--- config.mk ---
export PLATFORM = sky130hd
export DESIGN_NAME = cmt_channel
export DESIGN_NICKNAME = d
export VERILOG_FILES = /design/src/rtl/cmt_pkg.sv /design/src/rtl/cmt_prescaler.sv /design/src/rtl/cmt_counter.sv /design/src/rtl/cmt_flag.sv /design/src/rtl/cmt_channel.sv
export SDC_FILE = /design/constraint.sdc
export NUM_CORES = 1
export LEC_CHECK = 0
export BUFFER_PORTS_ARGS = -buffer_cell sky130_fd_sc_hd__buf_2
export CORE_MARGIN = 2
export CORE_UTILIZATION = 55
export CTS_CLUSTER_SIZE = 30
export DETAILED_ROUTE_END_ITERATION = 10
export GPL_TIMING_DRIVEN = 0
export PLACE_DENSITY_LB_ADDON = 0.08
export SETUP_SLACK_MARGIN = 0.5
export SLEW_MARGIN = 15
export SYNTH_ARGS = -nofsm -noshare
export SYNTH_HDL_FRONTEND = slang
export SYNTH_SLANG_ARGS = --single-unit
export TNS_END_PERCENT = 30
--- constraint.sdc ---
create_clock -name clk_i -period 4.95 [get_ports clk_i]
set_clock_uncertainty 0.1 [all_clocks]
set_input_delay 0.99 -clock clk_i [delete_from_list [all_inputs] [get_ports clk_i]]
set_output_delay 0.99 -clock clk_i [all_outputs]
set_load 0.01 [all_outputs]
--- src/rtl/cmt_pkg.sv ---
`timescale 1ns/1ps
package cmt_pkg;
  localparam int unsigned ADDR_W   = 2;
  localparam int unsigned FLAG_BIT = 7;
  localparam int unsigned IE_BIT   = 6;
  localparam int unsigned SEL_W    = 2;
  localparam int unsigned N_SEL    = 4;

  typedef enum logic [ADDR_W-1:0] {
    REG_CSR = 2'd0,
    REG_CNT = 2'd1,
    REG_CMP = 2'd2
  } reg_sel_e;
endpackage

--- src/rtl/cmt_prescaler.sv ---
`timescale 1ns/1ps
module cmt_prescaler #(
  parameter int unsigned BASE_LOG = 3,
  parameter int unsigned STEP_LOG = 2,
  localparam int unsigned PW = BASE_LOG + STEP_LOG * (cmt_pkg::N_SEL - 1)
) (
  input  logic                     clk_i,
  input  logic                     rst_ni,
  input  logic                     run_i,
  input  logic [cmt_pkg::SEL_W-1:0] sel_i,
  output logic                     tick_o
);
  logic [PW-1:0] pre_q;
  logic [PW-1:0] mask_a [cmt_pkg::N_SEL];

  for (genvar g = 0; g < cmt_pkg::N_SEL; g++) begin : g_mask
    assign mask_a[g] = PW'((64'd1 << (BASE_LOG + STEP_LOG * g)) - 64'd1);
  end

  always_ff @(posedge clk_i or negedge rst_ni) begin
    if (!rst_ni)     pre_q <= '0;
    else if (!run_i) pre_q <= '0;
    else             pre_q <= pre_q + 1'b1;
  end

  assign tick_o = run_i && ((pre_q & mask_a[sel_i]) == mask_a[sel_i]);

  // prescaler restarts while stopped, so no tick right after
  assert_idle_restart_R3: assert property (@(posedge clk_i) disable iff (!rst_ni)
    !run_i |=> !tick_o);
endmodule

--- src/rtl/cmt_counter.sv ---
`timescale 1ns/1ps
module cmt_counter #(
  parameter int unsigned DW = 16
) (
  input  logic          clk_i,
  input  logic          rst_ni,
  input  logic          tick_i,
  input  logic          wr_cnt_i,
  input  logic          wr_cmp_i,
  input  logic [DW-1:0] wdata_i,
  output logic [DW-1:0] cnt_o,
  output logic [DW-1:0] cmp_o,
  output logic          match_o
);
  logic [DW-1:0] cnt_q, cmp_q;

  assign match_o = tick_i && (cnt_q == cmp_q);

  always_ff @(posedge clk_i or negedge rst_ni) begin
    if (!rst_ni)       cnt_q <= '0;
    else if (wr_cnt_i) cnt_q <= wdata_i;
    else if (match_o)  cnt_q <= '0;
    else if (tick_i)   cnt_q <= cnt_q + 1'b1;
  end

  always_ff @(posedge clk_i or negedge rst_ni) begin
    if (!rst_ni)       cmp_q <= '1;
    else if (wr_cmp_i) cmp_q <= wdata_i;
  end

  assign cnt_o = cnt_q;
  assign cmp_o = cmp_q;

  assert_wrap_R4: assert property (@(posedge clk_i) disable iff (!rst_ni)
    (tick_i && (cnt_q == cmp_q) && !wr_cnt_i) |=> (cnt_q == '0));

  assert_hold_R3: assert property (@(posedge clk_i) disable iff (!rst_ni)
    (!tick_i && !wr_cnt_i) |=> $stable(cnt_q));
endmodule

--- src/rtl/cmt_flag.sv ---
`timescale 1ns/1ps
module cmt_flag (
  input  logic clk_i,
  input  logic rst_ni,
  input  logic set_i,
  input  logic rd_i,
  input  logic clr_wr_i,
  output logic flag_o
);
  logic flag_q, armed_q, clr;

  assign clr = clr_wr_i && armed_q;

  always_ff @(posedge clk_i or negedge rst_ni) begin
    if (!rst_ni)      flag_q <= 1'b0;
    else if (set_i)   flag_q <= 1'b1;
    else if (clr)     flag_q <= 1'b0;
  end

  // any set or clear drops the read qualification
  always_ff @(posedge clk_i or negedge rst_ni) begin
    if (!rst_ni)                armed_q <= 1'b0;
    else if (set_i || clr)      armed_q <= 1'b0;
    else if (rd_i && flag_q)    armed_q <= 1'b1;
  end

  assign flag_o = flag_q;

  assert_set_wins_R7: assert property (@(posedge clk_i) disable iff (!rst_ni)
    set_i |=> flag_q);

  assert_clear_needs_read_R6: assert property (@(posedge clk_i) disable iff (!rst_ni)
    $fell(flag_q) |-> $past(armed_q));

  assert_armed_implies_flag_R7: assert property (@(posedge clk_i) disable iff (!rst_ni)
    armed_q |-> flag_q);
endmodule

--- src/rtl/cmt_channel.sv ---
`timescale 1ns/1ps
module cmt_channel #(
  parameter int unsigned DW       = 16,
  parameter int unsigned BASE_LOG = 3,
  parameter int unsigned STEP_LOG = 2
) (
  input  logic                      clk_i,
  input  logic                      rst_ni,
  input  logic                      start_i,
  input  logic [cmt_pkg::ADDR_W-1:0] addr_i,
  input  logic                      we_i,
  input  logic                      re_i,
  input  logic [DW-1:0]             wdata_i,
  output logic [DW-1:0]             rdata_o,
  output logic                      irq_o
);
  import cmt_pkg::*;

  logic                 sel_csr, sel_cnt, sel_cmp;
  logic                 ie_q;
  logic [SEL_W-1:0]     cks_q;
  logic                 tick, match, flag;
  logic [DW-1:0]        cnt, cmp, csr;

  assign sel_csr = (addr_i == REG_CSR);
  assign sel_cnt = (addr_i == REG_CNT);
  assign sel_cmp = (addr_i == REG_CMP);

  always_ff @(posedge clk_i or negedge rst_ni) begin
    if (!rst_ni) begin
      ie_q  <= 1'b0;
      cks_q <= '0;
    end else if (we_i && sel_csr) begin
      ie_q  <= wdata_i[IE_BIT];
      cks_q <= wdata_i[SEL_W-1:0];
    end
  end

  cmt_prescaler #(.BASE_LOG(BASE_LOG), .STEP_LOG(STEP_LOG)) u_pre (
    .clk_i, .rst_ni, .run_i(start_i), .sel_i(cks_q), .tick_o(tick)
  );

  cmt_counter #(.DW(DW)) u_cnt (
    .clk_i, .rst_ni, .tick_i(tick),
    .wr_cnt_i(we_i && sel_cnt), .wr_cmp_i(we_i && sel_cmp),
    .wdata_i, .cnt_o(cnt), .cmp_o(cmp), .match_o(match)
  );

  cmt_flag u_flag (
    .clk_i, .rst_ni, .set_i(match),
    .rd_i(re_i && sel_csr),
    .clr_wr_i(we_i && sel_csr && !wdata_i[FLAG_BIT]),
    .flag_o(flag)
  );

  always_comb begin
    csr              = '0;
    csr[FLAG_BIT]    = flag;
    csr[IE_BIT]      = ie_q;
    csr[SEL_W-1:0]   = cks_q;
  end

  always_comb begin
    unique case (addr_i)
      REG_CSR: rdata_o = csr;
      REG_CNT: rdata_o = cnt;
      REG_CMP: rdata_o = cmp;
      default: rdata_o = '0;
    endcase
  end

  assign irq_o = flag && ie_q;

  assert_irq_drop_R8: assert property (@(posedge clk_i) disable iff (!rst_ni)
    (we_i && sel_csr && !wdata_i[IE_BIT] && !match) |=> !irq_o);
endmodule

# After elaboration in Yosys (flattened, before gate mapping)
# Cells that the tools add are included.
# word_totals
wordCells	44
reg_bits	46
# classes
n_reduce_logical	16
order_cmp	1
eq_ne	4
bitwise	2
addsub	2
muxes	12
# op_table
cell	count
$mux W16	3
$pmux W16 S3	1
$mux W9	3
$bmux W9 S2	1
$add A16 B1 Y16 const B	1
$eq A16 B16 Y1	1
$logic_and A1 B1 Y1	10
$add A9 B1 Y9 const B	1
$and A9 B9 Y9	1
$eq A9 B9 Y1	1
$mux W1	4
$reduce_bool A2 Y1	2
$ge A3 B3 Y1 const B	1
$not A2 Y3	1
$reduce_bool A3 Y1	1
$eq A2 B1 Y1 const B	1
$eq A2 B2 Y1 const B	1
$logic_not A2 Y1	1
$logic_not A1 Y1	1
$logic_or A1 B1 Y1	1

# Depth between registers and ports, before layout
# Gate-level depths: netlist of the first run.
# logic_depth
word_depth	10
depth_mapped	7

# By module
# Synthesis of the first run repeated with hierarchy kept, for this count alone.
# unflattened
hier_cells	251
hier_area_um2	2702.6
# by_module_without_submodules
mod	seq_area_each_um2	n_inst	cells_per_inst	area_per_inst_um2
cmt_counter	820.8	1	165	1780.5
cmt_prescaler	225.2	1	41	435.4
cmt_channel	75.1	1	38	406.6
cmt_flag	50.0	1	7	80.1

# Worst setup path after synthesis of the first run
# OpenSTA, ideal clock, no wires.
# synth_timing
kind	in2out
from	input port addr_i[0] in the netlist's numbering
to	output port rdata_o[10]
arrival_time_ns	1.939
slack_ns	1.921
cell_stages	4
n_path_buf	2
required_ns	3.860
cell_sequence	buf_2 nor2b_1 clkbuf_1 a22o_1
# synth_via
elab_chain_cells	2
# synth_lines
element	line_no	text
from (decl)	cmt_channel.sv:10	input logic [cmt_pkg::ADDR_W-1:0] addr_i,
$eq A2 B2 Y1, or another cell as far along	cmt_channel.sv:64	unique case (addr_i)
$pmux W16 S3 *	cmt_channel.sv:64	
to (decl)	cmt_channel.sv:14	output logic [DW-1:0] rdata_o,
# Every way passes the cells marked *; elsewhere a longest branch is shown, timed or not.

# Final worst setup path of the first run
# layout_timing
from	input port addr_i[0] in the netlist's numbering
to	output port rdata_o[14]
# The elaborated chain is that of the path after synthesis.

==> reports/summary.md, run 1 <==
The run finished with clean final reports. Share of the cycle needed by the critical path after routing: 0.720. After the first detailed-routing iteration, the DRC count stood at 177. The number of nets handed over by synthesis was 321. Sorting the synthesized cells by area gives the leading types as dfrtp_1, dfstp_2, mux2_2. For the worst setup path, the data required time is 3.86 ns. The final number of max-transition violations is 0, and the worst slew slack as a fraction of its limit is 0.316.

The net count of the finished layout is 366. In this run the static leakage power is 0.00136 uW. For the die outline area, the log shows 0.00570 mm^2. In the routed layout, each cell is associated on average with a via count of 5.81. Counting distinct cell types in the post-synthesis netlist gives 50. By count the netlist is led by dfrtp_1, nor2_1, a21oi_1, mux2_2, xor2_1.

STA puts the critical path data arrival time at 2.47 ns. The category of the worst setup path launch point is an input port. For the count of hold-fix buffers inserted at cts, the log shows 0. Weighted congestion at the end of routability-driven global placement: 0.963. The worst register-to-register path begins at u_cnt.cnt_o[0]. After synthesis, the mean cell area works out to 9.49 um^2.

Entering global routing, the biggest net connects 47 pins. The global router's overall resource usage was 0.263. The most critical setup path has its startpoint at addr_i[0]. Setup violations remaining at the end of the flow were counted as 0. The share of layout cells above drive strength 1 is 0.307, and the number of fillers in the final layout is 461.

The area of the multi-input gates came out at 0.00150 mm^2. The clock passes through at most 2 buffers. For the final routed database, the setup TNS stands at 0 ns. The core region is 0.00501 mm^2. The layout overhead on the synthesized area was 13.1%; the leftover overflow at the end of global routing was 0. The number of hold-slack violations in the final timing report was 0; the largest driver fanout on the critical path was 10.

The logs give 0.634 for the final design utilization and 0 for the synthesis warning total. Hold path depth: 1. The async set-or-reset flop fraction in the synthesized netlist is 1.00, and the total number of vias is 2392. The count of buffers added by post-CTS timing repair for setup is 0, and the length of the first detailed-routing pass in iterations is 5. STA classifies the critical path endpoint as an output pin.

The number of clock buffers added by TritonCTS is 5. Derived from the worst setup path, the maximum achievable clock frequency is 0.281 GHz. The run gives 0.417 as the sequential cell area fraction in the yosys report. The worst-margin pin slew was 1.03 ns. Setup repair after global routing left no endpoint under its margin.

The share of the synthesized area in the top cell type was 0.267; the number of core rows was 26. Most used standard cell by instance count after synthesis: dfrtp_1. The repair_antennas step left the layout with diodes totalling 0. The number of sinks driven by the clock tree is 46. In the final routed layout, each cell accounts on average for 16.4 um. Counting flops and latches in the post-synthesis netlist gives 46. The first-pass GRT wire length was 11.1 mm. The starting density of the core was 0.561; the sum of internal, switching and leakage power was 987 uW.

The floorplan step set the die height to 75.5 um. The post-detailed-routing wire length is 6.78 mm. Detailed placement ended at an HPWL of 4.79 mm.

The number of nets with antenna violations after routing came out at 0. Clock tree synthesis selected as its root buffer the cell clkbuf_8. The count of cells resized by post-cts repair was 0; the largest vdd supply drop was 0.000183 V.

Counting flops with a built-in enable in the synthesized netlist gives 0. Clock latency on the worst-skew pair, taken at its later pin, is 0.31 ns. Most common flop cell mapped by yosys: dfrtp_1. In the routed design, unresolved DRC markers number 0.

During placement, the flow inserted port buffers numbering 38. The largest total area in the synthesized netlist belongs to dfrtp_1. By startpoint and endpoint, the worst setup path is classified as in -> out.

The sequential cells in the finished layout cover a total of 0.00117 mm^2. The path class of the tightest hold or removal check is reg -> reg. In this run the most critical hold path is launched from u_pre.pre_q[0]. Clock-pin slew was measured on the worst setup and hold paths at 0.09 ns.

Measured in cells, the most critical reg-to-reg path has a length of 6. For the combined area of all synthesized cells, the log shows 0.00281 mm^2. Power density over cell area: 310 mW/mm^2. Pin placement for this block handled 40 I/O pins. Counting I/O delays and the setup requirement, the final critical path takes 3.56 ns. After technology mapping, the gate count stands at 296.

The logs give 2228 for the via count of the first global-routing pass and 2 for the maximum level of the CTS H-tree. From left edge to right edge, the die measures 75.5 um. Number of antenna violations at the first check in global routing: 0. TritonCTS built the clock tree. The tool flagged a number of max-cap violations equal to 0.
area by class of cell:
| class | instances | share of cell area |
|---|---|---|
| Sequential cell | 46 | 0.369 |
| Multi-Input combinational cell | 221 | 0.471 |
| Clock buffer | 5 | 0.0217 |
| Tap cell | 70 | 0.0276 |
| Inverter | 6 | 0.00709 |
| Buffer | 23 | 0.0374 |
| Timing Repair Buffer | 38 | 0.0598 |
| Clock inverter | 3 | 0.00669 |
critical path, stage by stage:
cell and delay (ns):
buf_2 0.17, nor2b_1 0.41, clkbuf_1 0.52, a22o_1 0.24
buf_2 0.13
layer usage:
layer,wire length [um],track usage,share of wire,up-vias
met3,405,0.0410,0.060,13
met5,0,0,0,-
met2,3090,0.417,0.46,73
met1,3130,0.375,0.46,1147
met4,146,0.0780,0.022,0
li1,-,-,-,1159
cell usage in the layout, fill, tap and decap left out, drive strengths merged, types with 13 or more instances in the layout:
master and instances:
buf 54, dfrtp 30, nor2 27, a21oi 24, mux2 19, xor2 17, dfstp 16, nand2 15
o21ai 15, and2 13
registers in the layout, indices dropped and copies added, names as in the netlist:
register,count
cks_q,2
u_flag.armed_q,1
u_cnt.cnt_o,16
u_cnt.cmp_o,16
u_flag.flag_o,1
ie_q,1
u_pre.pre_q,9
worst paths after layout:
| check | to | slack (ns) |
|---|---|---|
| setup / recovery | rdata_o[14] | 1.39 |
| hold / removal | u_pre.pre_q[0] | 0.36 |
| min in group asynchronous | u_pre.pre_q[6] | 0.74 |
| hold reg to reg | u_pre.pre_q[0] | 0.36 |
| max in group asynchronous | u_cnt.cnt_o[12] | 3.37 |
| setup reg to reg | u_cnt.cnt_o[14] | 2.84 |
stage by stage:
step / hold slack (ns) / worst slack, ns / cells / area, um^2
3_5_place_dp: 0.355 / 1.42 / 404 / 3090
4_1_cts: 0.369 / 1.39 / 412 / 3180
3_3_place_gp: 0.352 / 1.47 / 404 / 3090
2_1_floorplan: 0.331 / 1.92 / 296 / 2810
5_1_grt: 0.405 / 1.27 / 412 / 3180
6_report: 0.362 / 1.39 / 412 / 3180
logic make-up (layout without fill, tap and decap cells):
family / after synthesis / in the layout / share of synthesized area
buffers and inverters: 29 / 75 / 0.0503
flip-flops: 46 / 46 / 0.417
adder cells (fa/ha/maj): 2 / 2 / 0.00890
multiplexers: 23 / 23 / 0.0904
XOR/XNOR: 22 / 22 / 0.0686
AND/OR/NAND/NOR: 105 / 105 / 0.210
AO/OA/AOI/OAI: 69 / 69 / 0.155
where the power goes:
part | total [uW] | internal (uW) | leakage (uW) | switching, uW
clock network | 241 | 99.4 | 0.0000441 | 141
registers | 484 | 442 | 0.000503 | 42.5
logic | 261 | 124 | 0.000817 | 138
No activity file was read; power rests on OpenSTA's default activity.
==> run 2: changes to the inputs <==
Clock period 4.95 ns to 3.5 ns, I/O delays scaled along.
==> run 2 against run 1 <==
  * Hold slack unchanged
  * Core utilization is essentially flat
  * Largest cell class unchanged
  * Setup slack worse by 0.75 ns
  * Routed wire length is 0.22% higher
  * Critical path type unchanged
  * Clock power grew 41%
  * Largest power group unchanged
  * Clock-buffer cell count is the same
  * Sequential cell count unchanged
  * Critical endpoint unchanged
  * Sequential power is 42% higher
  * Via count about the same
  * Die area unchanged
==> reports/summary.md, run 2 (synthesis gave the netlist of run 1 again) <==
The flow ran to the end, and the final reports show no timing, DRC or antenna violations. The clock-pin transition on the worst setup and hold timing paths is 0.09 ns (about the same), and the layout overhead on the synthesized area is 13.1% (about the same). The die width came out at 75.5 um (unchanged). For the setup TNS after final layout, the log shows 0 ns (unchanged). TritonCTS built the clock tree.

The depth of the worst register-to-register path came out at 6 (unchanged). For the final number of max-transition violations, the log shows 0 (unchanged). The logs give 0.00137 uW (was 0.00136 uW) for the leakage power figure and 0.349 GHz for the maximum frequency from static timing analysis. The run gives 0 (unchanged) as the diode insertion count for antenna repair.

For the post-detailed-routing wire length, the log shows 6.79 mm (was 6.78 mm). The number of remaining DRC errors is 0 (unchanged). The final design utilization was 0.635 (was 0.634); the maximum level of the CTS H-tree was 2 (unchanged). I/O pin count: 40 (unchanged). The largest driver fanout on the critical path is 10 (unchanged), and the worst slew slack as a fraction of its limit is 0.316 (about the same). The run gives 0.362 ns (unchanged) as the worst slack on hold paths. The share of layout cells above drive strength 1 came out at 0.310 (was 0.307). The first-pass GRT wire length is 11.1 mm (unchanged). The tools report the maximum count of clock buffers along a single path as 2 (unchanged). The logs give 0.561 (unchanged) for the starting density of the core and 47 (unchanged) for the pin count of the biggest net entering global routing. For the largest vdd supply drop, the log shows 0.000259 V (was 0.000183 V). The tools report the category of the worst setup path launch point as an input port (unchanged). The final-report setup violation count was 0 (unchanged). The critical path capture point type is an output pin (unchanged). Path class of the lowest-slack min-delay path: reg -> reg (unchanged). Critical path class: in -> out (unchanged). The number of sinks driven by the clock tree is 46 (unchanged).

The number of port buffers was 38 (unchanged); the via count of the first global-routing pass was 2228 (unchanged). The minimum period implied by the final worst setup slack is 2.86 ns, and the ratio of routed vias to standard cells is 5.80 (was 5.81). The vertical die dimension is 75.5 um (unchanged). The tools report the core area as 0.00501 mm^2 (unchanged). The logs give 0.963 (unchanged) for the weighted congestion at the end of routability-driven global placement and 366 (unchanged) for the number of nets in the layout. The number of nets with antenna violations after routing was 0 (unchanged); the share of the cycle needed by the critical path after routing was 0.818.

The detailed-placement wirelength estimate is 4.79 mm (unchanged). The most common cell after layout, fill and taps aside was buf_2 (unchanged). Number of violations of the max-capacitance limit: 0 (unchanged). The leftover overflow at the end of global routing is 0 (unchanged), and the data required time at the worst endpoint is 2.70 ns (was 3.86 ns).

The power density over cell area came out at 439 mW/mm^2 (was 310 mW/mm^2). The clock insertion delay at the later pin of the skew report was 0.31 ns (about the same); the data arrival at the endpoint of the critical path was 2.06 ns (was 2.47 ns). The global router's overall resource usage was 0.263 (unchanged). For the number of hold-slack violations in the final timing report, the log shows 0 (unchanged). The length of the first detailed-routing pass in iterations was 7 (was 5). The worst-margin pin slew was 1.03 ns (about the same). The mean routed wirelength per cell was 16.5 um (was 16.4 um); the number of antenna violations at the first check in global routing was 0 (unchanged).

The hold path depth is 1 (unchanged). Highest-count cells in the layout ignoring fill and taps: buf_2, dfrtp_1, nor2_1 (unchanged). Setup repair after global routing left no endpoint under its margin.

The run gives 2390 (was 2392) as the total number of vias. The number of DRC markers in iteration 0 came out at 176 (was 177). The tools report the number of buffers added by the clock tree synthesis step as 5 (unchanged). The cell at the root of the clock tree was clkbuf_8 (unchanged). The die outline area is 0.00570 mm^2 (unchanged), and the number of core rows is 26 (unchanged).
run 2: final timing paths:
check                                from               to  slack [ns]
max                             addr_i[1]      rdata_o[14]        0.64
min                        u_pre.pre_q[0]   u_pre.pre_q[0]        0.36
max reg2reg                u_cnt.cnt_o[0]  u_cnt.cnt_o[14]        1.40
min reg2reg                u_pre.pre_q[0]   u_pre.pre_q[0]        0.36
max in group asynchronous          rst_ni  u_cnt.cnt_o[12]        2.20
min in group asynchronous          rst_ni   u_pre.pre_q[6]        0.46
run 2: layout make-up:
class / count / area, um^2
Fill cell: 461 / 1830
Multi-Input combinational cell: 221 / 1500
Sequential cell: 46 / 1170
Timing Repair Buffer: 38 / 190
Buffer: 23 / 120
Tap cell: 70 / 87.6
Clock buffer: 5 / 68.8
Inverter: 6 / 22.5
Clock inverter: 3 / 21.3
run 2: critical path, stage by stage:
cell and delay (ns):
buf_2 0.14, nor2b_1 0.13, buf_2 0.23, clkbuf_1 0.51
a22o_1 0.22, buf_2 0.13
run 2: power by group:
group | leakage, uW | internal, uW | switching (uW)
clock network | 0.0000441 | 141 | 199
logic | 0.000820 | 175 | 195
registers | 0.000503 | 625 | 60.1
run 2: what timing repair did:
item | 4_1_cts | 5_1_grt
buffers inserted | 0 | 0
hold buffers | 0 | 0
endpoints found under the setup margin | 0 | 10
hold endpoints to repair | 0 | 0
resized for setup | 0 | 2
run 2: metrics by stage:
stage          power (uW)  instance area [um^2]  setup WS [ns]  instances
6_report             1390                  3180          0.638        412
5_1_grt              1480                  3180          0.563        412
4_1_cts              1400                  3180          0.525        412
3_5_place_dp         1060                  3090          0.549        404
3_3_place_gp         1050                  3090          0.595        404
2_1_floorplan         943                  2810           1.05        296
run 2: metal layers:
layer  track usage  share of wire  routed length [um]  vias up
li1              -              -                   -     1163
met1         0.375           0.47                3180     1142
met2         0.417           0.45                3090       75
met3        0.0410          0.061                 412       10
met4        0.0780          0.016                 106        0
met5             0              0                   0        -
==> run 3: changes to the inputs <==
Clock period 3.5 ns to 2.94 ns, I/O delays scaled along.
==> run 3 against run 2 <==
  * Power grew 19%
  * Die area unchanged
  * Sequential share of layout area down 0.10 points
  * Clock power rose by 19%
  * First-iteration DRC count is 12% lower
  * Hold slack worse by 0.017 ns
  * Sequential cell count unchanged
  * Core utilization grew 0.17 points
  * Critical endpoint is now rdata_o[4]
  * Largest cell class unchanged
==> reports/summary.md, run 3 (synthesis gave the netlist of run 1 again) <==
The family with the most delay on the worst path was buffers and inverters (unchanged). Highest-count cells in the layout ignoring fill and taps: buf_2, dfrtp_1, nor2_1 (unchanged). Path class of the lowest-slack min-delay path: in -> async (was reg -> reg). The leakage power figure was 0.00137 uW (about the same); the number of DRC markers in iteration 0 was 155 (was 176). The pin count of the biggest net entering global routing was 47 (unchanged); the number of port buffers was 38 (unchanged). The number of sinks driven by the clock tree is 46 (unchanged), and the global router's overall resource usage is 0.263 (unchanged). The tools report the weighted congestion at the end of routability-driven global placement as 0.963 (unchanged). The share of the cycle needed by the critical path after routing was 0.804; the die width was 75.5 um (unchanged). Layout overhead on the synthesized area: 13.4% (was 13.1%). The logs give 2 (unchanged) for the maximum count of clock buffers along a single path and 1660 uW (was 1390 uW) for the sum of internal, switching and leakage power.

Static timing analysis puts the maximum clock frequency at 0.423 GHz. The tools report the maximum level of the CTS H-tree as 2 (unchanged). The vertical die dimension was 75.5 um (unchanged); the number of remaining DRC errors was 0 (unchanged). The number of buffers and inverters on the critical path came out at 3 (was 4). Largest driver fanout on the critical path: 10 (unchanged).

Number of nets with antenna violations after routing: 0 (unchanged). The delay of the slowest critical-path stage came out at 0.32 ns (was 0.51 ns). The number of nets in the layout is 366 (unchanged). The I/O pin count came out at 40 (unchanged). For the area of the multi-input gates, the log shows 0.00150 mm^2 (about the same). The tools report the critical path capture point type as an output pin (unchanged). Setup repair after global routing could not meet its margin everywhere.

Cell at the root of the clock tree: clkbuf_8 (unchanged). For the via count of the first global-routing pass, the log shows 2228 (unchanged). For the count of hold-fix buffers inserted at cts, the log shows 0 (unchanged).

The logs give 26 (unchanged) for the number of core rows and 0.00309 mm^2 (unchanged) for the cell area after placement. The post-detailed-routing wire length was 6.72 mm (was 6.79 mm). Die outline area: 0.00570 mm^2 (unchanged). The tools report the sequential cell area as 0.00117 mm^2 (unchanged). The clock insertion delay at the later pin of the skew report was 0.31 ns (about the same); the total number of vias was 2388 (was 2390). The setup TNS after final layout was 0 ns (unchanged).

Most common cell after layout, fill and taps aside: buf_2 (unchanged). The tools report the final number of max-transition violations as 0 (unchanged). Cells along the critical path: buf_2, nor2b_2, clkbuf_4, a22o_1, buf_2 (was buf_2, nor2b_1, buf_2, clkbuf_1, a22o_1, buf_2). The number of fillers in the final layout was 459 (was 461). The length of the first detailed-routing pass in iterations is 5 (was 7), and the final design utilization is 0.636 (was 0.635).

The largest vdd supply drop is 0.000308 V (was 0.000259 V), and the design area is 0.00319 mm^2 (was 0.00318 mm^2). The number of buffers added by the clock tree synthesis step is 5 (unchanged), and the clock-pin transition on the worst setup and hold timing paths is 0.09 ns (about the same). The cell repeated most along the worst path is buf_2 (unchanged).

The starting density of the core was 0.561 (unchanged); the power density over cell area was 521 mW/mm^2 (was 439 mW/mm^2). For the first-pass GRT wire length, the log shows 11.1 mm (unchanged). The data arrival at the endpoint of the critical path was 1.68 ns (was 2.06 ns); the diode insertion count for antenna repair was 0 (unchanged). The data required time at the worst endpoint was 2.25 ns (was 2.70 ns).

For the number of hold-slack violations in the final timing report, the log shows 0 (unchanged). The slowest cell on the critical path was nor2b_2 (was clkbuf_1). The run gives 0.00501 mm^2 (unchanged) as the core area.

The tools report the category of the worst setup path launch point as an input port (unchanged). The leftover overflow at the end of global routing is 0 (unchanged). TritonCTS built the clock tree. The ratio of routed vias to standard cells works out to 5.80 (about the same). The critical path class is in -> out (unchanged).

The mean routed wirelength per cell was 16.3 um (was 16.5 um). The worst slack on hold paths is 0.345 ns (was 0.362 ns), and the share of layout cells above drive strength 1 is 0.316 (was 0.310). The final-report setup violation count was 0 (unchanged); the minimum period implied by the final worst setup slack was 2.36 ns. The worst slew slack as a fraction of its limit was 0.317 (was 0.316); the number of violations of the max-capacitance limit was 0 (unchanged).

Worst-margin pin slew: 1.02 ns (was 1.03 ns). For the number of antenna violations at the first check in global routing, the log shows 0 (unchanged). The run finished with clean final reports.

The detailed-placement wirelength estimate came out at 4.79 mm (unchanged).
## run 3: cell counts in the layout (fill, tap and decap cells not counted)
Identical to the previous run, type by type.
## run 3: final cells by class
cell class / count / area share
multi-input combinational: 221 / 0.471
clock buffer: 5 / 0.0216
sequential: 46 / 0.367
tap: 70 / 0.0275
timing repair buffer: 38 / 0.0597
clock inverter: 3 / 0.00667
inverter: 6 / 0.00706
buffer: 23 / 0.0396
## run 3: metrics by stage
stage	std cells	setup slack, ns
detailed placement	404	0.213
global route	412	0.500
CTS	412	0.515
global placement	404	0.259
floorplan	296	0.715
finish	412	0.576
## run 3: timing repair
action / CTS / global route
resized for setup: 3 / 4
gates cloned: 0 / 0
setup endpoints to repair: 14 / 14
setup buffers: 0 / 0
## run 3: worst paths after layout
kind / start / end / slack (ns) / cells after the start
hold / removal: rst_ni / u_pre.pre_q[6] / 0.34 / 1
min in group clk_i: u_pre.pre_q[0] / u_pre.pre_q[0] / 0.36 / 1
max in group asynchronous: rst_ni / u_cnt.cnt_o[11] / 1.76 / 1
hold reg to reg: u_pre.pre_q[0] / u_pre.pre_q[0] / 0.36 / 1
setup reg to reg: u_cnt.cnt_o[0] / u_cnt.cnt_o[14] / 0.82 / 6
setup / recovery: addr_i[0] / rdata_o[4] / 0.58 / 5
## run 3: per-layer routing
metal | track usage | routed length [um] | up-vias | part of all wire
met5 | 0 | 0 | - | 0
met3 | 0.0410 | 380 | 11 | 0.057
met2 | 0.417 | 3180 | 76 | 0.47
li1 | - | - | 1157 | -
met1 | 0.375 | 3050 | 1144 | 0.45
met4 | 0.0780 | 114 | 0 | 0.017
## run 3: worst reg2reg max path, cell delays in order, from the launching register on
cell	delay, ns
dfrtp_1	0.46
ha_1	0.25
nand4_1	0.24
nor2_1	0.36
a41oi_1	0.17
a221oi_1	0.31
a21oi_1	0.10
## run 3: power breakdown
part / leakage (uW) / switching [uW] / internal [uW] / total, uW
clock: 0.0000441 / 236 / 167 / 403
combinational: 0.000825 / 231 / 210 / 441
sequential: 0.000503 / 71.7 / 744 / 816
